===== src/rtl/serctl_pkg.sv =====
package serctl_pkg;
   localparam int DEF_CTRL_W = 36;
   localparam int DEF_STAT_W = 28;
   localparam int DEF_DIV_W  = 16;
   localparam int DEF_PORT_N = 7;
   // flag fields sit just above the port bits, in this order
   localparam int OFS_TB  = 0;
   localparam int OFS_SP  = 1;
   localparam int OFS_DV  = 2;
   localparam int N_FLAGS = 3;
endpackage


===== src/rtl/serctl_sync.sv =====
module serctl_sync #(
   parameter int N = 2
) (
   input  logic         clk,
   input  logic         rst_n,
   input  logic [N-1:0] d,
   output logic [N-1:0] q,
   output logic [N-1:0] rise,
   output logic [N-1:0] fall
);
   logic [N-1:0] ff1, ff2, prev;

   generate
      if (N < 1) begin : g_bad_n
         $error("serctl_sync: N must be at least 1");
      end
   endgenerate

   always_ff @(posedge clk or negedge rst_n) begin
      if (!rst_n) begin
         ff1  <= '0;
         ff2  <= '0;
         prev <= '0;
      end else begin
         ff1  <= d;
         ff2  <= ff1;
         prev <= ff2;
      end
   end

   assign q    = ff2;
   assign rise = ff2 & ~prev;
   assign fall = ~ff2 & prev;
endmodule


===== src/rtl/serctl_rx.sv =====
module serctl_rx #(
   parameter int CTRL_W = 36,
   parameter int KEEP_W = 26,
   localparam int LIM   = CTRL_W + 1,
   localparam int CNT_W = $clog2(CTRL_W + 2)
) (
   input  logic              clk,
   input  logic              rst_n,
   input  logic              sel_lvl,
   input  logic              sel_rise,
   input  logic              sel_fall,
   input  logic              sclk_rise,
   input  logic              din_raw,
   output logic [KEEP_W-1:0] word,
   output logic              valid
);
   logic              din_s1, din_s2;
   logic [KEEP_W-1:0] shreg;
   logic [CNT_W-1:0]  cnt;

   generate
      if (KEEP_W < 2 || KEEP_W > CTRL_W) begin : g_bad_keep
         $error("serctl_rx: KEEP_W must lie in 2..CTRL_W");
      end
   endgenerate

   // data path delayed to match the clock synchronizer depth
   always_ff @(posedge clk or negedge rst_n) begin
      if (!rst_n) begin
         din_s1 <= 1'b0;
         din_s2 <= 1'b0;
      end else begin
         din_s1 <= din_raw;
         din_s2 <= din_s1;
      end
   end

   // bits older than KEEP_W positions carry no field and fall off the top
   always_ff @(posedge clk or negedge rst_n) begin
      if (!rst_n) begin
         shreg <= '0;
         cnt   <= '0;
      end else if (sel_rise) begin
         cnt <= '0;
      end else if (sel_lvl && sclk_rise) begin
         shreg <= {shreg[KEEP_W-2:0], din_s2};
         if (cnt != CNT_W'(LIM)) cnt <= cnt + 1'b1;
      end
   end

   always_ff @(posedge clk or negedge rst_n) begin
      if (!rst_n) begin
         word  <= '0;
         valid <= 1'b0;
      end else if (sel_fall && cnt == CNT_W'(CTRL_W)) begin
         word  <= shreg;
         valid <= 1'b1;
      end
   end

   assert_cnt_bound_R3: assert property (@(posedge clk) disable iff (!rst_n)
      cnt <= CNT_W'(LIM));
   assert_short_long_drop_R3: assert property (@(posedge clk) disable iff (!rst_n)
      (sel_fall && cnt != CNT_W'(CTRL_W)) |=> $stable(word));
   assert_no_commit_midframe_R2: assert property (@(posedge clk) disable iff (!rst_n)
      !sel_fall |=> $stable(word) && $stable(valid));
   assert_idle_ignored_R4: assert property (@(posedge clk) disable iff (!rst_n)
      !sel_lvl |=> $stable(shreg));
endmodule


===== src/rtl/serctl_tx.sv =====
module serctl_tx #(
   parameter int STAT_W = 28
) (
   input  logic              clk,
   input  logic              rst_n,
   input  logic              sel_lvl,
   input  logic              sel_rise,
   input  logic              sclk_fall,
   input  logic [STAT_W-1:0] status_in,
   output logic              dout
);
   logic [STAT_W-1:0] shreg;

   generate
      if (STAT_W < 2) begin : g_bad_stat
         $error("serctl_tx: STAT_W must be at least 2");
      end
   endgenerate

   always_ff @(posedge clk or negedge rst_n) begin
      if (!rst_n) begin
         shreg <= '0;
      end else if (sel_rise) begin
         shreg <= status_in;
      end else if (sel_lvl && sclk_fall) begin
         shreg <= {shreg[STAT_W-2:0], 1'b0};
      end
   end

   assign dout = sel_lvl & shreg[STAT_W-1];

   assert_capture_R5: assert property (@(posedge clk) disable iff (!rst_n)
      sel_rise |=> shreg == $past(status_in));
   assert_zero_fill_R5: assert property (@(posedge clk) disable iff (!rst_n)
      (sel_lvl && sclk_fall && !sel_rise) |=> !shreg[0]);
endmodule


===== src/rtl/serctl_portdrv.sv =====
module serctl_portdrv #(
   parameter int                 PORT_N  = 7,
   parameter logic [PORT_N-1:0]  PP_MASK = 7'b0000110
) (
   input  logic              clk,
   input  logic              rst_n,
   input  logic              valid,
   input  logic [PORT_N-1:0] port_bits,
   input  logic              tb_sel,
   input  logic              tb_in,
   output logic [PORT_N-1:0] pin_val,
   output logic [PORT_N-1:0] pin_oe
);
   generate
      for (genvar i = 0; i < PORT_N; i++) begin : g_pin
         if (i == 0) begin : g_val_tb
            assign pin_val[i] = tb_sel ? tb_in : ~port_bits[i];
         end else begin : g_val_plain
            assign pin_val[i] = ~port_bits[i];
         end
         if (PP_MASK[i]) begin : g_pushpull
            assign pin_oe[i] = valid;
         end else begin : g_opendrain
            assign pin_oe[i] = valid & ~pin_val[i];
         end
      end
   endgenerate

   assert_released_R8: assert property (@(posedge clk) disable iff (!rst_n)
      !valid |-> pin_oe == '0);
   assert_valid_sticky_R8: assert property (@(posedge clk) disable iff (!rst_n)
      valid |=> valid);
endmodule


===== src/rtl/serctl_port.sv =====
module serctl_port
   import serctl_pkg::*;
#(
   parameter int                CTRL_W  = DEF_CTRL_W,
   parameter int                STAT_W  = DEF_STAT_W,
   parameter int                DIV_W   = DEF_DIV_W,
   parameter int                PORT_N  = DEF_PORT_N,
   parameter logic [PORT_N-1:0] PP_MASK = 7'b0000110
) (
   input  logic              clk,
   input  logic              rst_n,
   input  logic              ser_sel,
   input  logic              ser_clk,
   input  logic              ser_din,
   output logic              ser_dout,
   input  logic              tb_in,
   input  logic [STAT_W-1:0] status_in,
   output logic              cfg_dv,
   output logic              cfg_sp,
   output logic              cfg_tb,
   output logic [DIV_W-1:0]  cfg_div,
   output logic [PORT_N-1:0] port_val,
   output logic [PORT_N-1:0] port_oe
);
   localparam int POS_TB  = PORT_N + OFS_TB;
   localparam int POS_SP  = PORT_N + OFS_SP;
   localparam int POS_DV  = PORT_N + OFS_DV;
   localparam int DIV_LSB = PORT_N + N_FLAGS;
   localparam int KEEP_W  = DIV_LSB + DIV_W;

   generate
      if (KEEP_W > CTRL_W) begin : g_bad_layout
         $error("serctl_port: fields do not fit in CTRL_W");
      end
   endgenerate

   logic [1:0]        s_lvl, s_rise, s_fall;
   logic [KEEP_W-1:0] word;
   logic              valid;

   serctl_sync #(.N(2)) u_sync (
      .clk  (clk),
      .rst_n(rst_n),
      .d    ({ser_sel, ser_clk}),
      .q    (s_lvl),
      .rise (s_rise),
      .fall (s_fall)
   );

   serctl_rx #(.CTRL_W(CTRL_W), .KEEP_W(KEEP_W)) u_rx (
      .clk      (clk),
      .rst_n    (rst_n),
      .sel_lvl  (s_lvl[1]),
      .sel_rise (s_rise[1]),
      .sel_fall (s_fall[1]),
      .sclk_rise(s_rise[0]),
      .din_raw  (ser_din),
      .word     (word),
      .valid    (valid)
   );

   serctl_tx #(.STAT_W(STAT_W)) u_tx (
      .clk      (clk),
      .rst_n    (rst_n),
      .sel_lvl  (s_lvl[1]),
      .sel_rise (s_rise[1]),
      .sclk_fall(s_fall[0]),
      .status_in(status_in),
      .dout     (ser_dout)
   );

   assign cfg_tb  = word[POS_TB];
   assign cfg_sp  = word[POS_SP];
   assign cfg_dv  = word[POS_DV];
   assign cfg_div = word[DIV_LSB +: DIV_W];

   serctl_portdrv #(.PORT_N(PORT_N), .PP_MASK(PP_MASK)) u_drv (
      .clk      (clk),
      .rst_n    (rst_n),
      .valid    (valid),
      .port_bits(word[PORT_N-1:0]),
      .tb_sel   (cfg_tb),
      .tb_in    (tb_in),
      .pin_val  (port_val),
      .pin_oe   (port_oe)
   );

   assert_idle_dout_R5: assert property (@(posedge clk) disable iff (!rst_n)
      !s_lvl[1] |-> !ser_dout);
   assert_cfg_hold_R3: assert property (@(posedge clk) disable iff (!rst_n)
      !s_fall[1] |=> $stable(cfg_div) && $stable(cfg_tb));
endmodule


===== config.mk =====
export PLATFORM = sky130hd
export DESIGN_NAME = serctl_port
export DESIGN_NICKNAME = d
export VERILOG_FILES = /design/src/rtl/serctl_pkg.sv /design/src/rtl/serctl_sync.sv /design/src/rtl/serctl_rx.sv /design/src/rtl/serctl_tx.sv /design/src/rtl/serctl_portdrv.sv /design/src/rtl/serctl_port.sv
export SDC_FILE = /design/constraint.sdc
export NUM_CORES = 1
export LEC_CHECK = 0
export ABC_CLOCK_PERIOD_IN_PS = 2600
export BUFFER_PORTS_ARGS = -buffer_cell sky130_fd_sc_hd__buf_2
export CAP_MARGIN = 40
export CORE_AREA = 2 2 85 87
export CTS_CLUSTER_SIZE = 10
export DETAILED_ROUTE_END_ITERATION = 12
export DIE_AREA = 0 0 87 89
export HOLD_SLACK_MARGIN = 0.12
export PLACE_DENSITY = 0.88
export SLEW_MARGIN = 20
export SYNTH_ARGS = -nofsm -noshare
export SYNTH_HDL_FRONTEND = slang
export SYNTH_SLANG_ARGS = --single-unit

===== constraint.sdc =====
create_clock -name clk -period 2.6 [get_ports clk]
set_clock_uncertainty 0.05 [all_clocks]
set_input_delay 0.39 -clock clk [delete_from_list [all_inputs] [get_ports clk]]
set_output_delay 0.39 -clock clk [all_outputs]
set_load 0.01 [all_outputs]

# Word level (Yosys, flattened, before mapping)
# Cells that the tools add are included.
# Widths: inputs -> output; s select.
[word_totals] register_bits=95 in_bits=34 output_inout_bits=34 wordCells=46
[op_classes] n_addsub=1 eq_ne=2 mux=6 bitwise=19 reduce_logical=8
[ops] operator="$mux 28" n=2
[ops] operator="$mux 6" n=3
[ops] operator="$not 1->1" n=9
[ops] operator="$add 6x1->6 const B" n=1
[ops] operator="$and 1x1->1" n=6
[ops] operator="$eq 6x6->1 const B" n=1
[ops] operator="$ne 6x6->1 const B" n=1
[ops] operator="$reduce_bool 2->1" n=3
[ops] operator="$and 2x2->2" n=2
[ops] operator="$not 2->2" n=2
[ops] operator="$reduce_and 2->1" n=2
[ops] operator="$logic_and 1x1->1" n=3
[ops] operator="$mux 1" n=1

# Logic depth before layout (Yosys ltp)
# Gate-level depths: netlist of run 1.
[logic_depth] depth_word=5 depth_mapped=6 depth_no_buf=4

# Cells and area by module
# From an unflattened synthesis of run 1, not the netlist that was laid out.
[unflattened] hier_cells=341 hier_area_um2=4433.0
[by_module_without_submodules] mod="serctl_rx" n_inst=1 cells_each=157 area_each_um2=2514.9 seq_area_each_um2=1526.5
[by_module_without_submodules] mod="serctl_tx" n_inst=1 cells_each=159 area_each_um2=1651.6 seq_area_each_um2=700.7
[by_module_without_submodules] mod="serctl_sync" n_inst=1 cells_each=10 area_each_um2=185.2 seq_area_each_um2=150.1
[by_module_without_submodules] mod="serctl_portdrv" n_inst=1 cells_each=15 area_each_um2=81.3 seq_area_each_um2=0.0

# Worst setup path after synthesis of run 1
# No wires, ideal clock.
[synth_path] path_type="reg2reg" startpoint="register u_rx.cnt[4]" endpoint="register u_rx.word[10]" setup_ns=0.125 arrival_time_ns=1.490 required_time_ns=2.425 slack_ns=0.935 stages_incl_launch_ff=6 n_path_buf=2 synth_period_minus_slack_ns=1.665 cell_sequence="dfrtp_1 > and4bb_4 > and4b_1 > buf_6 > buf_12 > mux2_4"
[synth_via] elab_chain_cells=2
[synth_lines] item="start, declared" line_no="serctl_rx.sv:19" source="logic [CNT_W-1:0] cnt;"
[synth_lines] item="start signal, assigned" line_no="serctl_rx.sv:47" source="if (cnt != CNT_W'(LIM)) cnt <= cnt + 1'b1;"
[synth_lines] item="$eq 6x6->1" line_no="serctl_rx.sv:55" source="end else if (sel_fall && cnt == CNT_W'(CTRL_W)) begin"
[synth_lines] item="$logic_and 1x1->1" line_no="serctl_rx.sv:55"
[synth_lines] item="end signal, assigned" line_no="serctl_rx.sv:56" source="word <= shreg;"
[synth_lines] item="end, declared" line_no="serctl_rx.sv:14" source="output logic [KEEP_W-1:0] word,"
# No other way between the ends.
# A chain may end at the register's enable or synchronous reset.

# Worst setup path in the final report of run 1
[layout_path] startpoint="register u_rx.cnt[3]" endpoint="register u_rx.word[4]"
# The elaborated chain is that of the path after synthesis.

==> impl_metrics.csv, run 1 <==
group,metric,value,unit
routing,drtIter0Drc,82,
logic_synthesis,synth_seq_area_share,0.5949,
sta,post-route-period-util,0.7478,
place,portBuffers,67,
layout,area_growth,14.75,%
setup_path,start_kind,"flop",
pwr,power.total,2.819,mW
setup_path,crit_required,2.79,ns
place,gp_congestion,0.7545,
pwr,power_density,614.7,nW/um^2
setup_path,cp_cell_sequence,"and4bb_4 > and4b_2 > buf_4 > mux2_2",
layout,n_antenna_cell,0,
run_status,outcome,"finished clean",
sta,relSlewSlack,0.5360,
grt,grt_pass1_wl,11.41,mm
flow_run,cap_viol_max_count,0,
sta,finalSetupTns,0,ns
sta,final_hold_viol_count,0,
grt,antenna_found_initial,0,
layout,final_area,4586,sq um
clocking,cts_setup_buffers,0,
place,dpl_worst_slack,0.6688,ns
clocking,cts_root_buffer,"clkbuf_8",
setup_path,path_class,"flop to flop",
logic_synthesis,synth-seq-cells,95,
grt,grt_pass1_vias,2399,
hold_path,min_path_type,"primary input to flop",
layout,drive_gt1_frac,0.4108,
sta,slew_viol_final,0,
floorplan,die_w,87,microns
grt,grtUsageTotal,0.1919,
sta,clock.fmax,0.5143,GHz
clocking,cts.htree.levels,3,
logic_synthesis,syn_nets,315,
floorplan,dieArea,7743,sq um
sta,rsz0062_at_grt,"false",
routing,drt_wl_total,6.719,mm
sta,setup-violations-final,0,
place,dpl.hpwl,4.517,mm
routing,vias_per_cell,5.480,
floorplan,start_util,0.5948,
setup_path,end_kind,"flop",
floorplan,die_y,89,microns
sta,fin_crit,1.944,ns
logic_synthesis,synth_cell_types,33,
logic_synthesis,syn_avg_cell_area,14.38,sq um
clocking,cts_tree,"built",
grt,grt_start_max_net_pins,57,
clocking,clk_pin_slew,0.09,ns
grt,grt_overflow_total,0,
routing,dr.pass1.iters,4,
sta,setup_slack,0.6557,ns
layout,final_common_cell,"dfrtp_1",
layout,final_cell_mix,"dfrtp_1 (95), buf_2 (66), mux2_2 (32)",
logic_synthesis,synthCells,278,
routing,drcViolationCount,0,
floorplan,io_pins,68,
logic_synthesis,ys_warn_count,0,
routing,wl_per_cell,15.52,microns
place,placed_cell_area,4349,sq um
logic_synthesis,syn_area,3996,sq um
clocking,clockBufferDepth,2,
pwr,ir_worst_vdd,0.4884,mV
setup_path,critPathMaxStageDelay,0.43,ns
setup_path,cp.arrival,2.14,ns
floorplan,floorplan.rows,30,
setup_path,crit_slowest_cell,"dfrtp_1",
routing,vias,2373,
sta,tightest_slew,0.6961,ns
pwr,power_leakage,2.458,nW
routing,antenna_left,0,
clocking,numCtsBuffers,9,
setup_path,cp_max_fo,27,
clocking,clkLatencyLatePin,0.36,ns
layout,finalNetCount,385,
floorplan,core,6719,sq um
clocking,clock_sinks,95,
[path summary, 6_finish.rpt]
| kind | start | to | slack, ns | cells past startpoint |
|---|---|---|---|---|
| min | status_in[0] | u_tx.shreg[0] | 0.19 | 3 |
| max | u_rx.cnt[3] | u_rx.word[4] | 0.66 | 4 |
| min in group asynchronous | rst_n | u_rx.word[24] | 0.56 | 2 |
| max in group asynchronous | rst_n | u_sync.prev[0] | 1.25 | 3 |
| min reg2reg | u_sync.ff1[1] | u_sync.q[1] | 0.31 | 0 |
| max reg2reg | u_rx.cnt[3] | u_rx.word[4] | 0.66 | 4 |
[flip-flops by register name (all words and copies together) (netlist names)]
register	flops
u_rx.shreg	26
u_sync.prev	2
u_rx.din_s1	1
u_sync.ff1	2
u_rx.valid	1
u_rx.cnt	6
u_sync.q	2
u_tx.shreg	28
u_rx.word	26
u_rx.din_s2	1
[synth_stat cells (all sizes together)]
cell	n	area [sq um]
ha	3	37.54
a211oi	2	15.01
a21o	25	187.7
clkbuf	5	18.77
buf	13	127.6
or3	1	6.260
and4b	2	20.02
o21ai	6	30.02
nor2b	3	18.77
inv	10	37.54
a21oi	4	20.02
nand2b	1	6.260
and4bb	1	16.27
nand2	11	41.29
a22o	25	219.0
nand4b	1	8.760
nand3	2	10.01
a2111o	1	11.26
mux2i	4	40.04
or2	2	12.52
nand3b	2	27.53
or4	1	7.510
o31ai	1	7.510
dfrtp	95	2377
mux2	52	660.6
and2	5	31.28
[layout make-up]
type                       instances  area (sq um)
multi-input combinational        155          1439
fill                             463          2133
timing repair buffer              77         435.4
clock buffer                      10         127.6
clock inverter                     6         68.82
tap                               80         100.1
sequential                        95          2377
inverter                          10         37.54
[what timing repair did]
action | 4_1_cts | 5_1_grt
endpoints found under the hold margin | 58 | 0
resized for setup | 0 | 0
hold buffers | 4 | 0
[kinds of logic after synthesis]
logic type / count (synthesis) / synth area share
multiplexers: 56 / 0.1753
adder cells (fa/ha/maj): 3 / 0.009394
buffers and inverters: 28 / 0.04602
AO/OA/AOI/OAI: 64 / 0.1227
AND/OR/NAND/NOR: 32 / 0.05167
flip-flops: 95 / 0.5949
[metrics by stage]
step / utilization / std cells / hold slack (ns)
floorplan: - / 278 / 0.04441
global route: 0.6825 / 433 / 0.1913
detailed placement: 0.6473 / 413 / 0.2878
finish: 0.6825 / 433 / 0.1928
global placement: 0.6473 / 413 / 0.2870
CTS: 0.6825 / 433 / 0.1702
[report_power, final]
| part | switching, mW | internal, mW |
|---|---|---|
| Sequential | 0.0698 | 1.57 |
| Clock | 0.507 | 0.450 |
| Combinational | 0.101 | 0.117 |
| Total | 0.678 | 2.14 |
[per-layer routing]
layer | vias to the layer above | share of wire | track usage
li1 | 1128 | - | -
met1 | 1166 | 0.45 | 0.2498
met2 | 69 | 0.47 | 0.3081
met3 | 10 | 0.059 | 0.06648
met4 | 0 | 0.014 | 0.05540
met5 | - | 0 | 0
[worst max-delay path, delay by kind of cell (launching register included)]
family	cells	cell delay, ns
buffers and inverters	1	0.40
flip-flops	1	0.43
multiplexers	1	0.39
AND/OR/NAND/NOR	2	0.56
No activity file was read; power rests on OpenSTA's default activity.
==> inputs of run 2 (changes only) <==
Settings changed: ABC_CLOCK_PERIOD_IN_PS 2600 to 1700, CORE_AREA 2 2 85 87 to 2 2 93 95, DIE_AREA 0 0 87 89 to 0 0 95 97, PLACE_DENSITY 0.88 to 0.79.
Clock period 2.6 ns to 1.7 ns, I/O delays scaled along.
==> run 2 against run 1 <==
Effect of this change: non-clock buffer count grew 16; die area increased by 19%; register-to-register slack worse by 0.61 ns; first-iteration DRC count did not move; combinational power increased by 68%; sequential share of layout area decreased by 2.7 points; final area is 5.5% higher; hold slack got worse by 0.050 ns; worst setup slack got worse by 0.61 ns; critical path type unchanged.
==> impl_metrics.csv, run 2 (synthesis results as in run 1) <==
group,metric,value,unit
routing,wl_per_cell,14.93,microns
setup_path,reg2reg_from,"u_rx.cnt[3]",
clocking,numCtsBuffers,9,
grt,grt_start_max_net_pins,81,
layout,regMostFlops,"u_tx.shreg",
pwr,p_sw_frac,0.2340,
layout,top_regs,"u_tx.shreg (28), u_rx.shreg (26), u_rx.word (26)",
clocking,clkLatencyLatePin,0.35,ns
pwr,p_seq_frac,0.567,
sta,hold_slack,0.1432,ns
routing,dr.pass1.iters,4,
place,dpl.hpwl,4.772,mm
setup_path,critPathMaxStageDelay,0.38,ns
layout,final_area,4836,sq um
setup_path,path_class,"flop to flop",
sta,setup-violations-final,0,
routing,antenna_left,0,
grt,grt_pass1_wl,11.87,mm
floorplan,core,8134,sq um
pwr,p_sw,1.032,mW
sta,post-route-period-util,0.9717,
layout,n_antenna_cell,0,
sta,tightest_slew,0.4294,ns
pwr,power_leakage,2.567,nW
sta,slew_viol_final,0,
routing,drt_wl_total,7.077,mm
pwr,ir_worst_vdd,0.5580,mV
grt,antenna_found_initial,0,
layout,drive_gt1_frac,0.4282,
clocking,cts_tree,"built",
layout,final_cell_mix,"dfrtp_1 (95), buf_2 (66), mux2_2 (32)",
setup_path,start_kind,"flop",
floorplan,start_util,0.4913,
hold_path,min_path_type,"primary input to flop",
routing,drcViolationCount,0,
setup_path,cp_max_fo,7,
grt,grt_overflow_total,0,
setup_path,cp.arrival,1.83,ns
pwr,power_density,912.4,nW/um^2
floorplan,die_y,97,microns
clocking,clockBufferDepth,2,
routing,vias,2470,
setup_path,crit_slowest_cell,"dfrtp_1",
place,dpl_worst_slack,0.003788,ns
clocking,clk_pin_slew,0.10,ns
routing,vias_per_cell,5.211,
setup_path,startpoint,"u_rx.cnt[3]",
setup_path,cp_cell_sequence,"and4bb_4 > and4b_4 > buf_12 > mux2_2",
sta,relSlewSlack,0.7137,
flow_run,cap_viol_max_count,0,
clocking,cts_root_buffer,"clkbuf_8",
layout,area_growth,21.01,%
routing,drtIter0Drc,82,
floorplan,io_pins,68,
clocking,cts.htree.levels,3,
clocking,cts_setup_buffers,0,
place,portBuffers,67,
place,gp_congestion,0.7115,
pwr,clkPwrFrac,0.350,
pwr,internal_power,3.380,mW
sta,setup_slack,0.04817,ns
place,placed_cell_area,4513,sq um
pwr,p_comb_frac,0.083,
layout,largest_reg_flops,28,
layout,final_common_cell,"dfrtp_1",
sta,fin_crit,1.652,ns
setup_path,crit_required,1.88,ns
grt,grtUsageTotal,0.1635,
grt,grt_pass1_vias,2543,
setup_path,crit_buf_inv,1,
hold_path,min_from,"status_in[18]",
sta,clock.fmax,0.6054,GHz
floorplan,floorplan.rows,33,
sta,final_hold_viol_count,0,
setup_path,end_kind,"flop",
run_status,outcome,"finished clean",
floorplan,dieArea,9215,sq um
layout,finalNetCount,401,
clocking,clock_sinks,95,
floorplan,die_w,95,microns
setup_path,cpLargestDelayFamily,"simple AND/OR/NAND/NOR gates",
## run 2: routing by layer
metal  GRT usage  routed length [microns]  up-vias
li1            -                        -     1161
met1      0.2116                     3204     1239
met2      0.2613                     3450       66
met3     0.05296                      382        4
met4     0.05017                       40        0
met5           0                        0        -
## run 2: worst paths after layout
path | end | slack (ns) | depth (start not counted)
max | u_rx.word[25] | 0.05 | 4
min | u_tx.shreg[18] | 0.14 | 3
max reg2reg | u_rx.word[25] | 0.05 | 4
min reg2reg | u_rx.din_s2 | 0.29 | 0
max in group asynchronous | u_sync.q[0] | 0.68 | 3
min in group asynchronous | u_rx.valid | 0.24 | 2
## run 2: worst reg2reg max path: cells and delay by family, from the launching register on
kind,cells,cell delay [ns]
simple gates,2,0.64
flops,1,0.38
mux,1,0.32
buf+inv,1,0.14
## run 2: cell type report
type                            instances  area, sq um
Fill cell                             651         3298
Sequential cell                        95         2377
Multi-Input combinational cell        155         1441
Timing Repair Buffer                   93        633.1
Clock buffer                           11        151.4
Tap cell                              105        131.4
Clock inverter                          5        63.81
Inverter                               10        37.54
## run 2: through the flow
step	util	setup TNS (ns)	total power, mW	std cells
CTS	0.5911	0	4.464	473
global route	0.5945	-0.008527	4.615	474
global placement	0.5548	0	2.881	449
finish	0.5945	0	4.412	474
floorplan	-	0	2.732	278
detailed placement	0.5548	0	2.903	449
## run 2: power by group through the flow
stage / sequential (mW) / combinational [mW] / clock, mW
floorplan: 2.52 / 0.215 / 0
global placement: 2.54 / 0.344 / 0
detailed placement: 2.55 / 0.357 / 0
CTS: 2.50 / 0.373 / 1.59
global route: 2.52 / 0.413 / 1.68
finish: 2.50 / 0.366 / 1.54
## run 2: timing repair
action | in CTS | in global routing
hold endpoints to repair | 102 | 0
gates cloned | 0 | 1
hold buffers | 8 | 0
resized for setup | 0 | 1
pin swaps | 2 | 0
endpoints found under the setup margin | 3 | 3
==> inputs of run 3 (changes only) <==
Settings changed: ABC_CLOCK_PERIOD_IN_PS 1700 to 1900, CORE_AREA 2 2 93 95 to 2 2 85 87, DIE_AREA 0 0 95 97 to 0 0 87 89, PLACE_DENSITY 0.79 to 0.88.
Clock period 1.7 ns to 1.9 ns, I/O delays scaled along.
==> run 3 against run 2 <==
Effect of this change: sequential share of layout area up 1.8 points; clock power down 14%; utilization grew 10 points; clock-buffer cell count is the same; flip-flop and latch count unchanged; critical path depth stayed put; non-clock buffer count is 12 lower; combinational power shrank 16%.
==> impl_metrics.csv, run 3 (synthesis results as in run 1) <==
group,metric,value,unit
grt,grtUsageTotal,0.1985,
clocking,clk_pin_slew,0.09,ns
sta,setup_slack,0.1066,ns
pwr,p_comb_frac,0.079,
setup_path,crit_required,2.09,ns
layout,nFillCells,460,
flow_run,cap_viol_max_count,0,
sta,final_hold_viol_count,0,
layout,largest_reg_flops,28,
sta,setup-violations-final,0,
layout,drive_gt1_frac,0.4101,
pwr,power_leakage,2.485,nW
layout,area_growth,16.72,%
clocking,numCtsBuffers,9,
clocking,cts_root_buffer,"clkbuf_8",
layout,regMostFlops,"u_tx.shreg",
pwr,p_sw_frac,0.2285,
setup_path,crit_slowest_cell,"dfrtp_1",
layout,finalNetCount,389,
routing,drtIter0Drc,94,
clocking,clockBufferDepth,2,
clocking,cts.htree.levels,3,
clocking,clock_sinks,95,
pwr,power.total,3.889,mW
setup_path,path_class,"flop to flop",
routing,dr.pass1.iters,4,
pwr,internal_power,3.000,mW
setup_path,critPathMaxStageDelay,0.41,ns
setup_path,cpLargestDelayFamily,"simple AND/OR/NAND/NOR gates",
clocking,ctsResizeCount,0,
routing,antenna_left,0,
floorplan,die_y,89,microns
place,portBuffers,67,
routing,vias_per_cell,5.580,
place,dpl.hpwl,4.640,mm
sta,slew_viol_final,0,
setup_path,cp_cell_sequence,"and4bb_4 > and4b_2 > buf_12 > mux2_2",
routing,drt_wl_total,6.911,mm
clocking,clkLatencyLatePin,0.35,ns
clocking,cts_setup_buffers,0,
routing,wl_per_cell,15.85,microns
pwr,p_seq_frac,0.578,
setup_path,cp.arrival,1.98,ns
routing,vias,2433,
layout,top_regs,"u_tx.shreg (28), u_rx.shreg (26), u_rx.word (26)",
sta,fin_crit,1.793,ns
pwr,p_sw,0.8889,mW
setup_path,cp_max_fo,27,
floorplan,start_util,0.5948,
run_status,outcome,"finished clean",
place,placed_cell_area,4374,sq um
hold_path,min_path_type,"primary input to flop",
routing,drcViolationCount,0,
setup_path,end_kind,"flop",
sta,rsz0062_at_grt,"false",
layout,final_common_cell,"dfrtp_1",
sta,clock.fmax,0.5576,GHz
clocking,cts_hold_buf,7,
sta,post-route-period-util,0.9439,
sta,tightest_slew,0.6022,ns
sta,finalSetupTns,0,ns
setup_path,start_kind,"flop",
layout,n_antenna_cell,0,
grt,grt_pass1_vias,2517,
setup_path,crit_buf_inv,1,
grt,antenna_found_initial,0,
pwr,power_density,833.8,nW/um^2
floorplan,core,6719,sq um
floorplan,io_pins,68,
sta,hold_slack,0.1739,ns
layout,final_cell_mix,"dfrtp_1 (95), buf_2 (66), mux2_2 (32)",
place,dpl_worst_slack,0.1184,ns
layout,final_area,4664,sq um
place,gp_congestion,0.7120,
floorplan,die_w,87,microns
pwr,clkPwrFrac,0.343,
grt,grt_overflow_total,0,
grt,grt_pass1_wl,11.80,mm
clocking,cts_tree,"built",
pwr,ir_worst_vdd,0.5782,mV
floorplan,floorplan.rows,30,
grt,grt_start_max_net_pins,49,
floorplan,dieArea,7743,sq um
sta,relSlewSlack,0.5985,
-- run 3: path summary, 6_finish.rpt --
| path | start | end | slack (ns) | depth (start not counted) |
|---|---|---|---|---|
| worst max register to register | u_rx.cnt[4] | u_rx.word[3] | 0.11 | 4 |
| worst min-delay path | status_in[22] | u_tx.shreg[22] | 0.17 | 3 |
| worst max-delay path | u_rx.cnt[4] | u_rx.word[3] | 0.11 | 4 |
| worst min register to register | u_sync.ff1[0] | u_sync.q[0] | 0.30 | 0 |
| min in group asynchronous | rst_n | u_rx.shreg[25] | 0.42 | 2 |
| max in group asynchronous | rst_n | u_tx.shreg[12] | 0.75 | 3 |
-- run 3: area by class of cell --
type | count | area, sq um | area share
flip-flops and latches | 95 | 2377 | 0.5097
well taps | 80 | 100.1 | 0.02146
inverters | 10 | 37.54 | 0.008047
clock inverters | 4 | 53.80 | 0.01153
clock buffers | 11 | 151.4 | 0.03246
multi-input cells | 155 | 1439 | 0.3085
repair buffers | 81 | 505.5 | 0.1084
-- run 3: stage by stage --
stage,instances,utilization
6_report,436,0.6942
5_1_grt,436,0.6942
2_1_floorplan,278,-
3_5_place_dp,413,0.6510
4_1_cts,435,0.6920
3_3_place_gp,413,0.6510
-- run 3: power by group through the flow --
stage	Combinational [mW]	Clock [mW]	Sequential [mW]
6_report	0.308	1.33	2.25
5_1_grt	0.349	1.47	2.27
4_1_cts	0.313	1.38	2.25
3_5_place_dp	0.300	0	2.28
3_3_place_gp	0.288	0	2.28
2_1_floorplan	0.193	0	2.25
-- run 3: routing by layer --
metal,track usage,share of wire,wire length [microns],vias to the layer above
li1,-,-,-,1137
met1,0.2520,0.44,3037,1216
met2,0.3296,0.50,3440,74
met3,0.07110,0.053,367,6
met4,0.04688,0.0095,66,0
met5,0,0,0,-
-- run 3: tightest hold or removal path: stages --
cell    delay (ns)
buf_2         0.08
a22o_1        0.12
a21o_1        0.07
